==> src/rtl/ptl_pkg.sv <==
package ptl_pkg;

    localparam int PTL_MAG_W  = 6;
    localparam int PTL_STEP_W = 6;
    localparam int PTL_IDX_W  = PTL_STEP_W - 2;
    localparam int PTL_SLOTS  = 1 << PTL_IDX_W;

    typedef enum logic [0:0] {
        ST_ARMED = 1'b0,
        ST_FULL  = 1'b1
    } ld_state_t;

    // quadrant slot that a phase A step position mirrors
    function automatic logic [PTL_IDX_W-1:0] slot_of_step(input logic [PTL_STEP_W-1:0] step);
        logic [PTL_IDX_W-1:0] low;
        low = step[PTL_IDX_W-1:0];
        return step[PTL_IDX_W] ? ~low : low;
    endfunction

    // default sine quadrant, sampled at half-step offsets
    function automatic logic [PTL_MAG_W-1:0] default_mag(input logic [PTL_IDX_W-1:0] slot);
        logic [PTL_MAG_W-1:0] m;
        unique case (slot)
            4'd0:  m = 6'd3;
            4'd1:  m = 6'd9;
            4'd2:  m = 6'd15;
            4'd3:  m = 6'd21;
            4'd4:  m = 6'd27;
            4'd5:  m = 6'd32;
            4'd6:  m = 6'd38;
            4'd7:  m = 6'd42;
            4'd8:  m = 6'd47;
            4'd9:  m = 6'd51;
            4'd10: m = 6'd54;
            4'd11: m = 6'd57;
            4'd12: m = 6'd59;
            4'd13: m = 6'd61;
            4'd14: m = 6'd62;
            default: m = 6'd63;
        endcase
        return m;
    endfunction

endpackage

==> src/rtl/ptl_ptr_fsm.sv <==
module ptl_ptr_fsm
    import ptl_pkg::*;
#(
    parameter int IDX_W    = PTL_IDX_W,
    parameter int ADDR_W   = 2,
    parameter logic [ADDR_W-1:0] LOAD_ADDR = '1
) (
    input  logic              clk,
    input  logic              rst_n,
    input  logic              wr_valid,
    input  logic [ADDR_W-1:0] wr_addr,
    output logic              wr_en,
    output logic [IDX_W-1:0]  wr_idx
);

    localparam logic [IDX_W-1:0] LAST_IDX = '1;

    ld_state_t        state_q, state_d;
    logic [IDX_W-1:0] ptr_q, ptr_d;
    logic             load_req, rearm;

    always_comb begin
        load_req = wr_valid && (wr_addr == LOAD_ADDR);
        rearm    = wr_valid && (wr_addr != LOAD_ADDR);
    end

    // next-state and pointer logic
    always_comb begin
        state_d = state_q;
        ptr_d   = ptr_q;
        unique case (state_q)
            ST_ARMED: begin
                if (rearm) begin
                    ptr_d = '0;
                end else if (load_req) begin
                    if (ptr_q == LAST_IDX) begin
                        state_d = ST_FULL;
                    end else begin
                        ptr_d = ptr_q + 1'b1;
                    end
                end
            end
            ST_FULL: begin
                if (rearm) begin
                    state_d = ST_ARMED;
                    ptr_d   = '0;
                end
            end
            default: begin
                state_d = ST_ARMED;
                ptr_d   = '0;
            end
        endcase
    end

    // state register
    always_ff @(posedge clk or negedge rst_n) begin
        if (!rst_n) begin
            state_q <= ST_ARMED;
            ptr_q   <= '0;
        end else begin
            state_q <= state_d;
            ptr_q   <= ptr_d;
        end
    end

    // outputs
    always_comb begin
        wr_en  = load_req && (state_q == ST_ARMED);
        wr_idx = ptr_q;
    end

    assert_rearm_zero_R5: assert property (@(posedge clk) disable iff (!rst_n)
        rearm |=> (ptr_q == '0) && (state_q == ST_ARMED));

    assert_advance_R4: assert property (@(posedge clk) disable iff (!rst_n)
        (wr_en && ptr_q != LAST_IDX) |=> (ptr_q == IDX_W'($past(ptr_q) + 1'b1)));

    assert_saturate_R6: assert property (@(posedge clk) disable iff (!rst_n)
        (wr_en && ptr_q == LAST_IDX) |=> (state_q == ST_FULL));

    assert_full_holds_R6: assert property (@(posedge clk) disable iff (!rst_n)
        (state_q == ST_FULL && !rearm) |=> (state_q == ST_FULL));

    assert_idle_hold_R7: assert property (@(posedge clk) disable iff (!rst_n)
        !wr_valid |=> ($stable(ptr_q) && $stable(state_q)));

endmodule

==> src/rtl/ptl_store.sv <==
module ptl_store
    import ptl_pkg::*;
#(
    parameter int MAG_W  = PTL_MAG_W,
    parameter int STEP_W = PTL_STEP_W
) (
    input  logic              clk,
    input  logic              rst_n,
    input  logic              wr_en,
    input  logic [STEP_W-3:0] wr_idx,
    input  logic [MAG_W-1:0]  wr_data,
    input  logic [STEP_W-1:0] rd_step,
    output logic [MAG_W-1:0]  rd_mag_a,
    output logic [MAG_W-1:0]  rd_mag_b
);

    localparam int STEPS   = 1 << STEP_W;
    localparam int QUARTER = STEPS / 4;

    logic [MAG_W-1:0] tbl_a [STEPS];
    logic [MAG_W-1:0] tbl_b [STEPS];

    for (genvar p = 0; p < STEPS; p++) begin : g_pos
        localparam logic [STEP_W-3:0] SLOT_A = slot_of_step(STEP_W'(p));
        localparam logic [STEP_W-3:0] SLOT_B = slot_of_step(STEP_W'((p + QUARTER) % STEPS));

        always_ff @(posedge clk or negedge rst_n) begin
            if (!rst_n) begin
                tbl_a[p] <= default_mag(SLOT_A);
            end else if (wr_en && wr_idx == SLOT_A) begin
                tbl_a[p] <= wr_data;
            end
        end

        always_ff @(posedge clk or negedge rst_n) begin
            if (!rst_n) begin
                tbl_b[p] <= default_mag(SLOT_B);
            end else if (wr_en && wr_idx == SLOT_B) begin
                tbl_b[p] <= wr_data;
            end
        end

        assert_hold_a_R7: assert property (@(posedge clk) disable iff (!rst_n)
            !wr_en |=> $stable(tbl_a[p]));

        assert_hold_b_R7: assert property (@(posedge clk) disable iff (!rst_n)
            !wr_en |=> $stable(tbl_b[p]));
    end

    always_comb begin
        rd_mag_a = tbl_a[rd_step];
        rd_mag_b = tbl_b[rd_step];
    end

endmodule

==> src/rtl/ptl_loader.sv <==
module ptl_loader
    import ptl_pkg::*;
#(
    parameter int MAG_W  = PTL_MAG_W,
    parameter int STEP_W = PTL_STEP_W,
    parameter int ADDR_W = 2
) (
    input  logic              clk,
    input  logic              rst_n,
    input  logic              wr_valid,
    input  logic [ADDR_W-1:0] wr_addr,
    input  logic [MAG_W-1:0]  wr_data,
    input  logic [STEP_W-1:0] rd_step,
    output logic [MAG_W-1:0]  rd_mag_a,
    output logic [MAG_W-1:0]  rd_mag_b
);

    localparam int IDX_W = STEP_W - 2;

    logic             wr_en;
    logic [IDX_W-1:0] wr_idx;

    ptl_ptr_fsm #(
        .IDX_W  (IDX_W),
        .ADDR_W (ADDR_W)
    ) u_fsm (
        .clk      (clk),
        .rst_n    (rst_n),
        .wr_valid (wr_valid),
        .wr_addr  (wr_addr),
        .wr_en    (wr_en),
        .wr_idx   (wr_idx)
    );

    ptl_store #(
        .MAG_W  (MAG_W),
        .STEP_W (STEP_W)
    ) u_store (
        .clk      (clk),
        .rst_n    (rst_n),
        .wr_en    (wr_en),
        .wr_idx   (wr_idx),
        .wr_data  (wr_data),
        .rd_step  (rd_step),
        .rd_mag_a (rd_mag_a),
        .rd_mag_b (rd_mag_b)
    );

    // a load is accepted only on a load-port strobe
    assert_load_needs_strobe_R4: assert property (@(posedge clk) disable iff (!rst_n)
        wr_en |-> (wr_valid && wr_addr == '1));

endmodule

==> config.mk <==
export PLATFORM = sky130hd
export DESIGN_NAME = ptl_loader
export DESIGN_NICKNAME = d
export VERILOG_FILES = /design/src/rtl/ptl_pkg.sv /design/src/rtl/ptl_ptr_fsm.sv /design/src/rtl/ptl_store.sv /design/src/rtl/ptl_loader.sv
export SDC_FILE = /design/constraint.sdc
export NUM_CORES = 1
export LEC_CHECK = 0
export BUFFER_PORTS_ARGS = -buffer_cell sky130_fd_sc_hd__buf_2
export CORE_AREA = 2 2 141 143
export CTS_CLUSTER_DIAMETER = 60
export DETAILED_ROUTE_END_ITERATION = 10
export DIE_AREA = 0 0 143 145
export PLACE_DENSITY = 0.52
export SKIP_LAST_GASP = 1
export SLEW_MARGIN = 5
export SYNTH_ARGS = -nofsm -noshare
export SYNTH_HDL_FRONTEND = slang
export SYNTH_SLANG_ARGS = --single-unit
==> constraint.sdc <==
create_clock -name clk -period 4.12 [get_ports clk]
set_input_delay 0.618 -clock clk [delete_from_list [all_inputs] [get_ports clk]]
set_output_delay 0.618 -clock clk [all_outputs]
set_load 0.005 [all_outputs]
==> results of run 1 <==
-- layout make-up --
| cell class | instances | area share, % |
|---|---|---|
| clock buffers | 11 | 3.78 |
| repair buffers | 32 | 3.12 |
| clock inverters | 5 | 0.935 |
| well taps | 265 | 5.16 |
| flip-flops and latches | 101 | 40.5 |
| inverters | 5 | 0.292 |
| multi-input cells | 221 | 46.2 |
-- how the worst max path moves through the flow --
| stage | startpoint | to | slack [ns] | cells after the start |
|---|---|---|---|---|
| 2_1_floorplan | rd_step[3] | rd_mag_a[2] | 1.27 | 5 |
| 3_3_place_gp | rd_step[3] | rd_mag_a[3] | 0.82 | 6 |
| 3_5_place_dp | rd_step[3] | rd_mag_b[3] | 0.77 | 6 |
| 4_1_cts | rd_step[3] | rd_mag_b[3] | 0.77 | 6 |
| 5_1_grt | rd_step[3] | rd_mag_b[3] | 0.67 | 6 |
| 6_report | rd_step[3] | rd_mag_b[3] | 0.78 | 6 |
-- sequential cells by signal, indices dropped and copies added (netlist names) --
| signal | count |
|---|---|
| u_store.tbl_b | 48 |
| u_fsm.wr_idx | 4 |
| u_store.tbl_a | 48 |
| u_fsm.state_q | 1 |
-- through the flow --
step,setup slack [ns],utilization (%),cell area [µm²],instances
6_report,0.782,33.5,6430,640
2_1_floorplan,1.27,-,5710,352
4_1_cts,0.775,33.5,6430,640
5_1_grt,0.667,33.5,6430,640
3_3_place_gp,0.823,31.9,6120,624
3_5_place_dp,0.775,31.9,6120,624
-- logic make-up (layout without fill, tap and decap cells) --
logic type,after synthesis,after routing,share of synthesized area [%]
multiplexers,180,180,47.3
flip-flops,101,101,45.6
adder cells (fa/ha/maj),4,4,0.876
AND/OR/NAND/NOR,27,27,2.78
buffers and inverters,30,53,2.45
AO/OA/AOI/OAI,10,10,1.03
-- power by group --
group / internal (W) / total (W) / leakage, nW / switching, W
Sequential: 0.00112 / 0.00118 / 1.17 / 0.0000679
Clock: 0.000489 / 0.000867 / 0.146 / 0.000378
Combinational: 0.000223 / 0.000380 / 1.32 / 0.000157
Total: 0.00183 / 0.00243 / 2.64 / 0.000603
-- cells in the mapped netlist --
cell      number  area (µm²)
nand3_1       12        60.1
buf_2          4        20.0
o41ai_1        1        8.76
and4b_1        1        10.0
nor2b_1        2        12.5
o21ai_0        3        15.0
or3_1          1        6.26
nand4_1        4        25.0
or4_1          2        15.0
ha_1           4        50.1
dfrtp_1       41        1030
clkbuf_1      16        60.1
nand2_1        1        3.75
and3_1         1        6.26
or4b_2         1        10.0
buf_1          2        7.51
nand2b_1       1        6.26
mux2_2       120        1350
mux4_2        60        1350
inv_1          5        18.8
o31ai_1        1        7.51
dfstp_2       60        1580
a21boi_0       1        7.51
buf_6          3        33.8
a21oi_1        4        20.0
nor2_1         1        3.75
-- critical path: cells and delay by family --
family | cells | cell delay [ns]
mux | 3 | 1.12
buf+inv | 3 | 0.96
-- routing by layer --
metal  vias up  part of all wire (%)  global-route usage, %
met5         -                     0                      0
met4         0                   1.1                   3.02
met3        11                   4.2                   3.30
met2        86                    48                   21.1
met1      1783                    47                   19.0
li1       1440                     -                      -
==> flow_summary.json, run 1 <==
{
  "synth.net_count": 373,
  "fin_setup_tns_ns": 0,
  "cts-hold-fix-buffers": 0,
  "avgSynthCellArea_um2": 16.2,
  "firstDrtPassIters": 4,
  "setup.worst_path.end_class": "primary output",
  "p_per_area_mw_per_mm2": 378,
  "cts_num_sinks": 101,
  "area_delta_synth_final_pct": 12.5,
  "post_drt_wl_per_cell_um": 20.5,
  "root_buffer": "clkbuf_16",
  "ant_nets": 0,
  "path_clk_slew_ns": 0.07,
  "hold_violations": 0,
  "min_period_ns": 3.34,
  "cap_violations": 0,
  "grt_start_max_net_pins": 49,
  "antenna_found_initial": 0,
  "ir_drop_mv": 0.202,
  "grt_pass1_vias": 3626,
  "die-area_mm2": 0.0207,
  "critPathSlowestCell": "mux4_2",
  "vias": 3320,
  "status": "finished, final reports clean",
  "hp-class": "primary input to asynchronous set/reset pin",
  "synth_cell_types": 26,
  "cts_tree": "yes",
  "startpoint_type": "primary input",
  "drtIter0Drc": 240,
  "start_util_pct": 29.7,
  "critical_path_required_ns": 3.50,
  "nets": 391,
  "layout_common_cells": "mux2_2 (120), mux4_2 (60), dfstp_2 (60)",
  "portBuffers": 27,
  "grt_use_total_pct": 13.5,
  "routed_via_density": 5.19,
  "power.total_w": 0.00243,
  "drt-total-wl_um": 13100,
  "grt_first_pass_wirelength_um": 21100,
  "slowest_delay_ns": 0.49,
  "layout-drive-gt1-share_pct": 76.8,
  "ios": 29,
  "worstReg2RegStart": "u_fsm.state_q",
  "gp_congestion": 0.737,
  "grt-ovfl-total": 0,
  "mostFrequentLayoutCell": "mux2_2",
  "coreArea_mm2": 0.0192,
  "reg2reg_slack_ns": 1.89,
  "post-route-period-util_pct": 81.0,
  "fmax_mhz": 300,
  "cp.arrival_ns": 2.72,
  "netlist_instances": 352,
  "yosysSeqAreaShare_pct": 45.6,
  "reg2regPathDepth": 3,
  "synth_area_mm2": 0.00571,
  "place_hpwl_um": 8900,
  "num_rows": 51,
  "cp_max_fo": 22,
  "crit_chain": "buf_2 > buf_4 > mux4_2 > mux2_2 > mux4_2 > buf_2",
  "skew_ns": 0.00890,
  "cts_setup_buffers": 0,
  "drc_errors": 0,
  "rsz0062_at_grt": "false",
  "r2r_end": "u_store.tbl_b[180]",
  "path_class": "primary input to primary output",
  "multi_input_area_mm2": 0.00297,
  "regArea_mm2": 0.00260,
  "synth_seq_cells": 101,
  "die_x_um": 143,
  "setup_viol": 0,
  "die_y_um": 145,
  "cts_resized": 0,
  "fill_cells": 1868,
  "antenna_cells": 0,
  "worst_pin_slew_ns": 0.658,
  "cts_buffer_depth": 2,
  "slew_headroom_pct": 56.1,
  "clk_latency_ns": 0.35,
  "cts-buffers-inserted": 9,
  "h-tree-depth": 3,
  "total_leakage_power_nw": 2.64,
  "hold_slack_ns": 0.220,
  "finalMaxSlewViolations": 0,
  "ys_warn_count": 0
}
Power figures use the tool's default switching activity.
==> run 2, diff against run 1 <==
ABC_AREA = 1   (was unset)
CORE_AREA = 2 2 148 150   (was 2 2 141 143)
DIE_AREA = 0 0 150 152   (was 0 0 143 145)
PLACE_DENSITY = 0.51   (was 0.52)
clock period = 3.4 ns   (was 4.12 ns; I/O delays follow)
==> flow_summary.json, run 2 <==
{
  "avgSynthCellArea_um2": 6.74,
  "start_util_pct": 29.1,
  "hold_violations": 0,
  "ant_nets": 0,
  "reg2reg_slack_ns": 1.36,
  "crit_end": "rd_mag_a[1]",
  "ir_drop_mv": 0.233,
  "num_rows": 54,
  "min_period_ns": 2.60,
  "h-tree-depth": 3,
  "firstDrtPassIters": 5,
  "ys_warn_count": 0,
  "area_delta_synth_final_pct": 8.62,
  "p_per_area_mw_per_mm2": 483,
  "post-route-period-util_pct": 76.4,
  "synth_area_mm2": 0.00622,
  "grt_use_total_pct": 16.7,
  "cts_resized": 0,
  "cap_violations": 0,
  "synthArstFlopShare_pct": 100,
  "yosysMostFrequentCell": "nand2_1",
  "yosysSeqAreaShare_pct": 41.8,
  "synth_cell_types": 18,
  "worst_pin_slew_ns": 0.806,
  "cts_setup_buffers": 0,
  "grt_pass1_vias": 5308,
  "yosys.area.top_type": "dfstp_2",
  "synth.net_count": 944,
  "hp-class": "primary input to asynchronous set/reset pin",
  "dp_cells": 1174,
  "rsz0062_at_grt": "false",
  "antenna_cells": 0,
  "gp_congestion": 0.863,
  "drtIter0Drc": 471,
  "mostFrequentLayoutCell": "nand2_1",
  "grt_first_pass_wirelength_um": 29400,
  "post_drt_wl_per_cell_um": 15.3,
  "antenna_found_initial": 0,
  "clk_latency_ns": 0.36,
  "vias": 5687,
  "startpoint": "rd_step[0]",
  "synth-edff-count": 0,
  "setup_viol": 0,
  "cp_max_fo": 35,
  "drt-total-wl_um": 18200,
  "post-synth-top-area-fraction_pct": 25.3,
  "startpoint_type": "primary input",
  "cts-hold-fix-buffers": 0,
  "die-area_mm2": 0.0228,
  "setup.worst_path.end_class": "primary output",
  "ios": 29,
  "grt_start_max_net_pins": 97,
  "finalMaxSlewViolations": 0,
  "portBuffers": 27,
  "worstReg2RegStart": "u_fsm.wr_idx[1]",
  "die_x_um": 150,
  "grt-ovfl-total": 0,
  "netlist_instances": 923,
  "synth.area.top_cells": "dfstp_2 (25%), nand2_1 (21%), dfrtp_1 (16%), nand3_1 (14%), o21ai_0 (8.1%)",
  "cts_tree": "yes",
  "synthFlopType": "dfstp_2",
  "coreArea_mm2": 0.0214,
  "r2r_end": "u_store.tbl_a[202]",
  "slew_headroom_pct": 46.2,
  "die_y_um": 152,
  "critical_path_required_ns": 2.89,
  "cp.arrival_ns": 2.09,
  "routed_via_density": 4.78,
  "cts_num_sinks": 101,
  "fmax_mhz": 385,
  "layout_common_cells": "nand2_1 (342), nand3_1 (178), inv_1 (115)",
  "fin_setup_tns_ns": 0,
  "path_class": "primary input to primary output",
  "skew_ns": 0.0102,
  "place_hpwl_um": 11700,
  "layout-drive-gt1-share_pct": 12.5,
  "status": "finished, final reports clean",
  "reg2regPathDepth": 7,
  "synthTopCellsByCount": "nand2_1 (342), nand3_1 (178), inv_1 (115)",
  "cts_buffer_depth": 2,
  "cts-buffers-inserted": 9,
  "path_clk_slew_ns": 0.07,
  "root_buffer": "clkbuf_16",
  "nets": 926,
  "synth_seq_cells": 101,
  "final_cells": 1190,
  "total_leakage_power_nw": 3.18,
  "drc_errors": 0
}
run 2: cell type report:
cell class	instances	area, µm²
flip-flops and latches	101	2600
inverters	116	438
clock buffers	9	225
well taps	280	350
clock inverters	7	82.6
fillers	2362	14600
repair buffers	36	243
multi-input cells	641	2820
run 2: power breakdown:
part | internal, W | switching (W) | total [W]
clock | 0.000583 | 0.000493 | 0.00108
combinational | 0.000237 | 0.000457 | 0.000694
sequential | 0.00141 | 0.0000810 | 0.00150
run 2: cells by family (layout without fill, tap and decap cells):
logic type / count (synthesis) / in the layout / share of synthesized area, %
buffers and inverters: 181 / 168 / 12.9
AOI/OAI and AO/OA: 103 / 103 / 8.28
DFF: 101 / 101 / 41.8
and+or+nand+nor: 534 / 534 / 36.2
adders and majority gates: 4 / 4 / 0.804
run 2: how the worst min path moves through the flow:
stage / from / to / slack, ns / cells after the start
floorplan: rst_n / u_fsm.state_q / 0.21 / 0
global placement: u_store.tbl_a[169] / u_store.tbl_a[169] / 0.47 / 2
detailed placement: u_store.tbl_b[274] / u_store.tbl_b[274] / 0.47 / 2
CTS: rst_n / u_store.tbl_a[160] / 0.27 / 1
global route: rst_n / u_store.tbl_a[160] / 0.28 / 1
finish: rst_n / u_store.tbl_a[160] / 0.22 / 1
run 2: per-stage QoR:
step | power [W] | area (µm²) | setup WS [ns] | utilization (%) | hold slack, ns
floorplan | 0.00201 | 6220 | 1.50 | - | 0.214
global placement | 0.00220 | 6450 | 0.862 | 30.2 | 0.468
detailed placement | 0.00221 | 6450 | 0.853 | 30.2 | 0.474
CTS | 0.00331 | 6760 | 0.851 | 31.7 | 0.267
global route | 0.00349 | 6760 | 0.702 | 31.7 | 0.276
finish | 0.00327 | 6760 | 0.801 | 31.7 | 0.220
run 2: metal layers:
metal  vias up  track usage [%]  routed length [µm]
met2       134             26.4                8300
li1       2869                -                   -
met4         0             4.18                 356
met5         -                0                   0
met1      2661             23.4                8630
met3        23             3.33                 933
run 2: critical path, cell delays in order:
cell and delay, ns:
buf_2 0.13, inv_4 0.29, buf_4 0.27, nand2_1 0.07
nand3_1 0.08, nand3_1 0.15, nand3_1 0.20, nand2_1 0.12
nand2_1 0.08, nand2_1 0.05, buf_2 0.12
